File: src/rtl/uart_flow_ctl.sv
`timescale 1ns/1ps
module uart_flow_ctl #(
  parameter int DEPTH = 64,
  localparam int CW = $clog2(DEPTH + 1)
) (
  input  logic          clk,
  input  logic          rst_n,
  input  logic          auto_rts_en,
  input  logic          auto_cts_en,
  input  logic          sw_rts,
  input  logic [CW-1:0] rx_fill,
  input  logic [CW-1:0] trig_lvl,
  input  logic [CW-1:0] hyst_lvl,
  input  logic          cts_n,
  input  logic          tx_char_done,
  output logic          rts_n,
  output logic          tx_permit,
  output logic          rx_irq
);
  localparam int SW = CW + 1;

  logic [SW-1:0] sum_w;
  logic [CW-1:0] upper_lvl, lower_lvl;
  logic          thr_q, thr_nxt;
  logic [1:0]    cts_s;
  logic          stop_q;

  // saturating thresholds
  assign sum_w     = {1'b0, trig_lvl} + {1'b0, hyst_lvl};
  assign upper_lvl = (sum_w > SW'(DEPTH)) ? CW'(DEPTH) : sum_w[CW-1:0];
  assign lower_lvl = (hyst_lvl > trig_lvl) ? '0 : trig_lvl - hyst_lvl;

  always_comb begin
    thr_nxt = thr_q;
    if (!auto_rts_en)               thr_nxt = 1'b0;
    else if (rx_fill >= upper_lvl)  thr_nxt = 1'b1;
    else if (rx_fill <  lower_lvl)  thr_nxt = 1'b0;
  end

  always_ff @(posedge clk or negedge rst_n) begin
    if (!rst_n) begin
      thr_q  <= 1'b0;
      rts_n  <= 1'b1;
      rx_irq <= 1'b0;
    end else begin
      thr_q  <= thr_nxt;
      rts_n  <= ~sw_rts | (auto_rts_en & thr_nxt);
      rx_irq <= auto_rts_en & (rx_fill >= trig_lvl);
    end
  end

  always_ff @(posedge clk or negedge rst_n) begin
    if (!rst_n) begin
      cts_s  <= 2'b11;
      stop_q <= 1'b0;
    end else begin
      cts_s <= {cts_s[0], cts_n};
      if (!auto_cts_en)                stop_q <= 1'b0;
      else if (stop_q || tx_char_done) stop_q <= cts_s[1];
    end
  end

  assign tx_permit = ~auto_cts_en | ~stop_q;

  a_r2_irq_on: assert property (@(posedge clk) disable iff (!rst_n)
    (auto_rts_en && rx_fill >= trig_lvl) |=> rx_irq);
  a_r2_irq_off: assert property (@(posedge clk) disable iff (!rst_n)
    !auto_rts_en |=> !rx_irq);
  a_r4_throttle_at_upper: assert property (@(posedge clk) disable iff (!rst_n)
    (auto_rts_en && sw_rts && rx_fill >= upper_lvl) |=> rts_n);
  a_r5_release_below_lower: assert property (@(posedge clk) disable iff (!rst_n)
    (auto_rts_en && sw_rts && rx_fill < lower_lvl && rx_fill < upper_lvl) |=> !rts_n);
  a_r6_sw_deassert: assert property (@(posedge clk) disable iff (!rst_n)
    !sw_rts |=> rts_n);
  a_r7_plain_output: assert property (@(posedge clk) disable iff (!rst_n)
    !auto_rts_en |=> (rts_n == !$past(sw_rts)));
  a_r8_stop_at_boundary: assert property (@(posedge clk) disable iff (!rst_n)
    $fell(tx_permit) |-> ($past(tx_char_done) && $past(auto_cts_en)));
  a_r9_resume_on_low: assert property (@(posedge clk) disable iff (!rst_n)
    ($rose(tx_permit) && $past(auto_cts_en) && auto_cts_en) |-> !$past(cts_s[1]));
endmodule

File: config.mk
export PLATFORM = sky130hd
export DESIGN_NAME = uart_flow_ctl
export DESIGN_NICKNAME = d
export VERILOG_FILES = /design/src/rtl/uart_flow_ctl.sv
export SDC_FILE = /design/constraint.sdc
export NUM_CORES = 1
export LEC_CHECK = 0
export BUFFER_PORTS_ARGS = -buffer_cell sky130_fd_sc_hd__clkbuf_2
export CAP_MARGIN = 15
export CORE_UTILIZATION = 55
export CTS_CLUSTER_SIZE = 12
export DETAILED_ROUTE_END_ITERATION = 10
export HOLD_SLACK_MARGIN = 0.12
export PLACE_DENSITY = 0.86
export SYNTH_ARGS = -nofsm -noshare
export SYNTH_HDL_FRONTEND = slang
export SYNTH_SLANG_ARGS = --single-unit
File: constraint.sdc
create_clock -name clk -period 0.98 [get_ports clk]
set_input_delay 0.049 -clock clk [delete_from_list [all_inputs] [get_ports clk]]
set_output_delay 0.049 -clock clk [all_outputs]
set_load 0.01 [all_outputs]
==> metrics, run 1 <==
largest net degree at the start of global routing=7; most common cell in the synthesized netlist=ha_1; num ports=31; First Error=[ERROR DPL-0038] Utilization greater than 100%, impossible to legalize; clk sinks=6; largest area contributor in the netlist=ha_1; Die Width=52.41 um; root buffer cell=clkbuf_4; syn_area_per_cell=8.221 um2; Seq cells post-synth=6; Die Ht=52.41 um; Initial Utilization=0.6084; register area share after synthesis=0.1101; Synth Flop Type=dfstp_2; Area contributors post-synth=ha_1, dfstp_2, dfrtp_1; Syn Std Cell Area=0.001398 mm2; Synth cell types=45; Post-Synthesis Cells=170; CTS HTree Levels=1; worst endpoint from the post-global-route timing repair=rts_n$_DFF_PN1_/D; Syn Nets=234; site row count=17; worst endpoint type=register input; DP HPWL=3888 um; status=aborted with a tool error; TritonCTS buffer count=3; number of flops mapped to enable cells by yosys=0; Area after DPL=0.002001 mm2; warnings from Yosys=0; Port Buf Inserts=30; Exit stage=global routing; async set-or-reset flop fraction in the synthesized netlist=1.000; clock buffer depth=2; Commonest cells post-synth=ha_1, inv_1, a21oi_1, o21ai_0, nand3_1; area fraction of the dominant cell type after synthesis=0.3044; routability cong.=0.9530
-- kinds of logic after synthesis --
logic type,Yosys count,synth area share
AO/OA/AOI/OAI,50,0.2435
XOR/XNOR,6,0.03760
adder cells (fa/ha/maj),36,0.3330
buffers and inverters,25,0.07878
flip-flops,6,0.1101
multiplexers,1,0.008057
AND/OR/NAND/NOR,46,0.1889
-- per-stage QoR --
step / TNS, ns / worst slack, ns / std cells
after global placement: -3.955 / -1.726 / 273
after detailed placement: -4.251 / -1.860 / 273
after CTS: -3.128 / -1.466 / 287
after floorplan: -3.136 / -1.520 / 170
-- timing repair --
| item | 4_1_cts |
|---|---|
| gates cloned | 0 |
| buffers inserted | 6 |
| gates resized for setup | 15 |
| pin swaps | 19 |
| hold buffers | 5 |
| hold endpoints to repair | 9 |
| setup endpoints to repair | 3 |
==> run 2, diff against run 1 <==
CORE_AREA = 2 2 63 65   (was not set)
CORE_UTILIZATION = not set   (was 55)
CTS_CLUSTER_SIZE = not set   (was 12)
DIE_AREA = 0 0 65 67   (was not set)
HOLD_SLACK_MARGIN = not set   (was 0.12)
PLACE_DENSITY = not set   (was 0.86)
PLACE_DENSITY_LB_ADDON = 0.15   (was not set)
==> run 2 against run 1 <==
Against the previous run: the flow now finishes, with violations (setup timing); area after synthesis unchanged; synthesized cell count unchanged.
==> metrics, run 2 <==
R2R depth=4; ANT cells=0; Die Width=65 um (was 52.41 um); DP HPWL=3243 um (was 3888 um); number of flops mapped to enable cells by yosys=0 (unchanged); commonest non-fill, non-tap cell in the layout=buf_4; gr ovfl total=0; CTS tree=yes; FF-to-FF End=rts_n; Critical-path top delay cell=a2111o_1; Synth Flop Type=dfstp_2 (unchanged); Synth cell types=45 (unchanged); initial antenna violation count=0; peak supply drop=0.3102 mV; drt first pass iters=4; Max Slew Vio Count=0; Setup Skew=0.00005346 ns; Worst Path Arrival=2.48 ns; CTS HTree Levels=1 (unchanged); global-route wire length before repair=6679 um; Setup CP Type=input pin to flip-flop; root buffer cell=clkbuf_8 (was clkbuf_4); r2r setup slk=0.01 ns; Pwr Total=0.002029 W; total die area=0.004355 mm2; Rel. slew slack=0.7478; Initial Utilization=0.3876 (was 0.6084); Pwr Density=910.6 mW/mm2; fin nets=314; Seq cells post-synth=6 (unchanged); routability cong.=0.8811 (was 0.9530); antenna-violating nets left=0; slowest stage delay, CP=0.44 ns; worst-path maximum fanout=5; Die Ht=67 um (was 52.41 um); gr usage total=0.1928; area delta synth->final=59.45%; Crit path max-delay family=compound AO/OA/AOI/OAI gates; Syn Nets=234 (unchanged); most frequent CP cell=nand2b_4; status=finished with violations (was aborted with a tool error); Post-Synthesis Cells=170 (unchanged); largest area contributor in the netlist=ha_1 (unchanged); Peak Freq=420.5 MHz; Worst Hold Endpoint=stop_q; Hold Fails Final Rpt=0; via count=1,500; Port Buf Inserts=30 (unchanged); WL/cell=12.90 um; failing checks=setup timing; Area contributors post-synth=ha_1, dfstp_2, dfrtp_1 (unchanged); Biggest register=cts_s; Finish-stage setup viols=3; share of cells above drive strength 1=0.4739; unrepaired setup endpoints after global routing=yes; Critical Path RT=1.08 ns; Syn Std Cell Area=0.001398 mm2 (unchanged); Lkg Pwr=1.119 nW; CP Launch Type=input pin; setup TNS=-3.112 ns; Commonest cells post-synth=ha_1, inv_1, a21oi_1, o21ai_0, nand3_1 (unchanged); async set-or-reset flop fraction in the synthesized netlist=1.000 (unchanged); core footprint=0.003606 mm2; Max-Cap Viols=0; warnings from Yosys=0 (unchanged); num ports=31 (unchanged); worst hold path type=input pin to flip-flop; most common cell in the synthesized netlist=ha_1 (unchanged); reg2reg start=thr_q; Period minus WS final=2.378 ns; Worst Path Buf+Inv=1; vias in the first global route=1,622; via-per-instance ratio=5.051; fillers=308; CP endpoint kind=flip-flop; Residual DRC=0; largest net degree at the start of global routing=11; TritonCTS buffer count=3 (unchanged); area fraction of the dominant cell type after synthesis=0.3044 (unchanged); clock buffer depth=2 (unchanged); site row count=22 (was 17); syn_area_per_cell=8.221 um2 (unchanged); final critical-path setup slack=-1.398 ns; HP Start=auto_cts_en; max reg flops=2; most frequent cells in the layout=buf_4, clkbuf_2, ha_1; register area share after synthesis=0.1101 (unchanged); Clock Pin Slew Worst Setup and Hold Paths=0.04 ns; fin crit share=2.427; drt first-iter violations=35; critical path cell sequence=clkbuf_16 > ha_4 > nand2b_4 > a2111o_1 > o211a_4 > nor4_4 > o211a_1 > ha_1 > nand2b_4 > a21oi_2 > nor2b_1 > o31ai_2 > nand3_1; Hold Crit Depth=2; worst-skew pair later-pin latency=0.23 ns; Routed WL=3832 um; Worst-Margin Slew=0.3783 ns; clk sinks=6 (unchanged)
## run 2: cell counts after synthesis
Identical to the previous run, type by type.
## run 2: routing by layer
layer | vias up | GRT usage | share of wire
met2 | 29 | 0.3776 | 0.52
met5 | - | 0 | 0
met3 | 6 | 0.01182 | 0.027
li1 | 768 | - | -
met4 | 0 | 0.05851 | 0.013
met1 | 697 | 0.2213 | 0.44
## run 2: layout make-up
type | count | area (um2) | area share
Tap cell | 48 | 60.06 | 0.02695
Timing Repair Buffer | 80 | 565.5 | 0.2538
Sequential cell | 6 | 153.9 | 0.06906
Inverter | 20 | 77.57 | 0.03481
Clock buffer | 4 | 45.04 | 0.02021
Multi-Input combinational cell | 139 | 1326 | 0.5952
## run 2: logic make-up (layout without fill, tap and decap cells)
logic type,after synthesis,in the layout,share of synthesized area
AO/OA/AOI/OAI,50,50,0.2435
AND/OR/NAND/NOR,46,46,0.1889
adder cells (fa/ha/maj),36,36,0.3330
buffers and inverters,25,104,0.07878
XOR/XNOR,6,6,0.03760
flip-flops,6,6,0.1101
multiplexers,1,1,0.008057
## run 2: worst max path at each step
| stage | depth (start not counted) | end | start |
|---|---|---|---|
| floorplan | 12 | thr_q | trig_lvl[0] |
| global placement | 13 | thr_q | trig_lvl[0] |
| detailed placement | 13 | thr_q | trig_lvl[0] |
| CTS | 14 | thr_q | trig_lvl[0] |
| global route | 14 | rts_n | hyst_lvl[0] |
| finish | 13 | thr_q | trig_lvl[1] |
## run 2: metrics by stage
step / area, um2 / util / setup slack (ns) / instances / hold WS (ns)
3_3_place_gp: 1981 / 0.5493 / -1.804 / 287 / -0.1273
2_1_floorplan: 1475 / - / -1.520 / 170 / -0.2466
5_1_grt: 2228 / 0.6180 / -1.524 / 297 / 0.06613
4_1_cts: 2226 / 0.6173 / -1.375 / 297 / 0.06434
3_5_place_dp: 1981 / 0.5493 / -1.850 / 287 / -0.1223
6_report: 2228 / 0.6180 / -1.398 / 297 / 0.06386
## run 2: what timing repair did
action	4_1_cts	5_1_grt
gates resized for setup	22	1
endpoints found under the setup margin	3	3
endpoints found under the hold margin	8	0
hold buffers	3	0
buffers inserted	4	0
pin swaps	11	3
gates cloned	0	0
## run 2: worst reg2reg max path, cell delays in order, from the launching register on
cell       delay (ns)
dfrtp_1          0.35
nand2_1          0.08
o31ai_1          0.28
a2bb2oi_2        0.09
nand4_1          0.10
## run 2: power by group
group	total (W)	internal (W)	switching, W
Combinational	0.00134	0.000710	0.000625
Sequential	0.000301	0.000288	0.0000137
Clock	0.000393	0.000280	0.000113
Total	0.00203	0.00128	0.000751
Note: power is estimated with default switching activity, not from simulation.
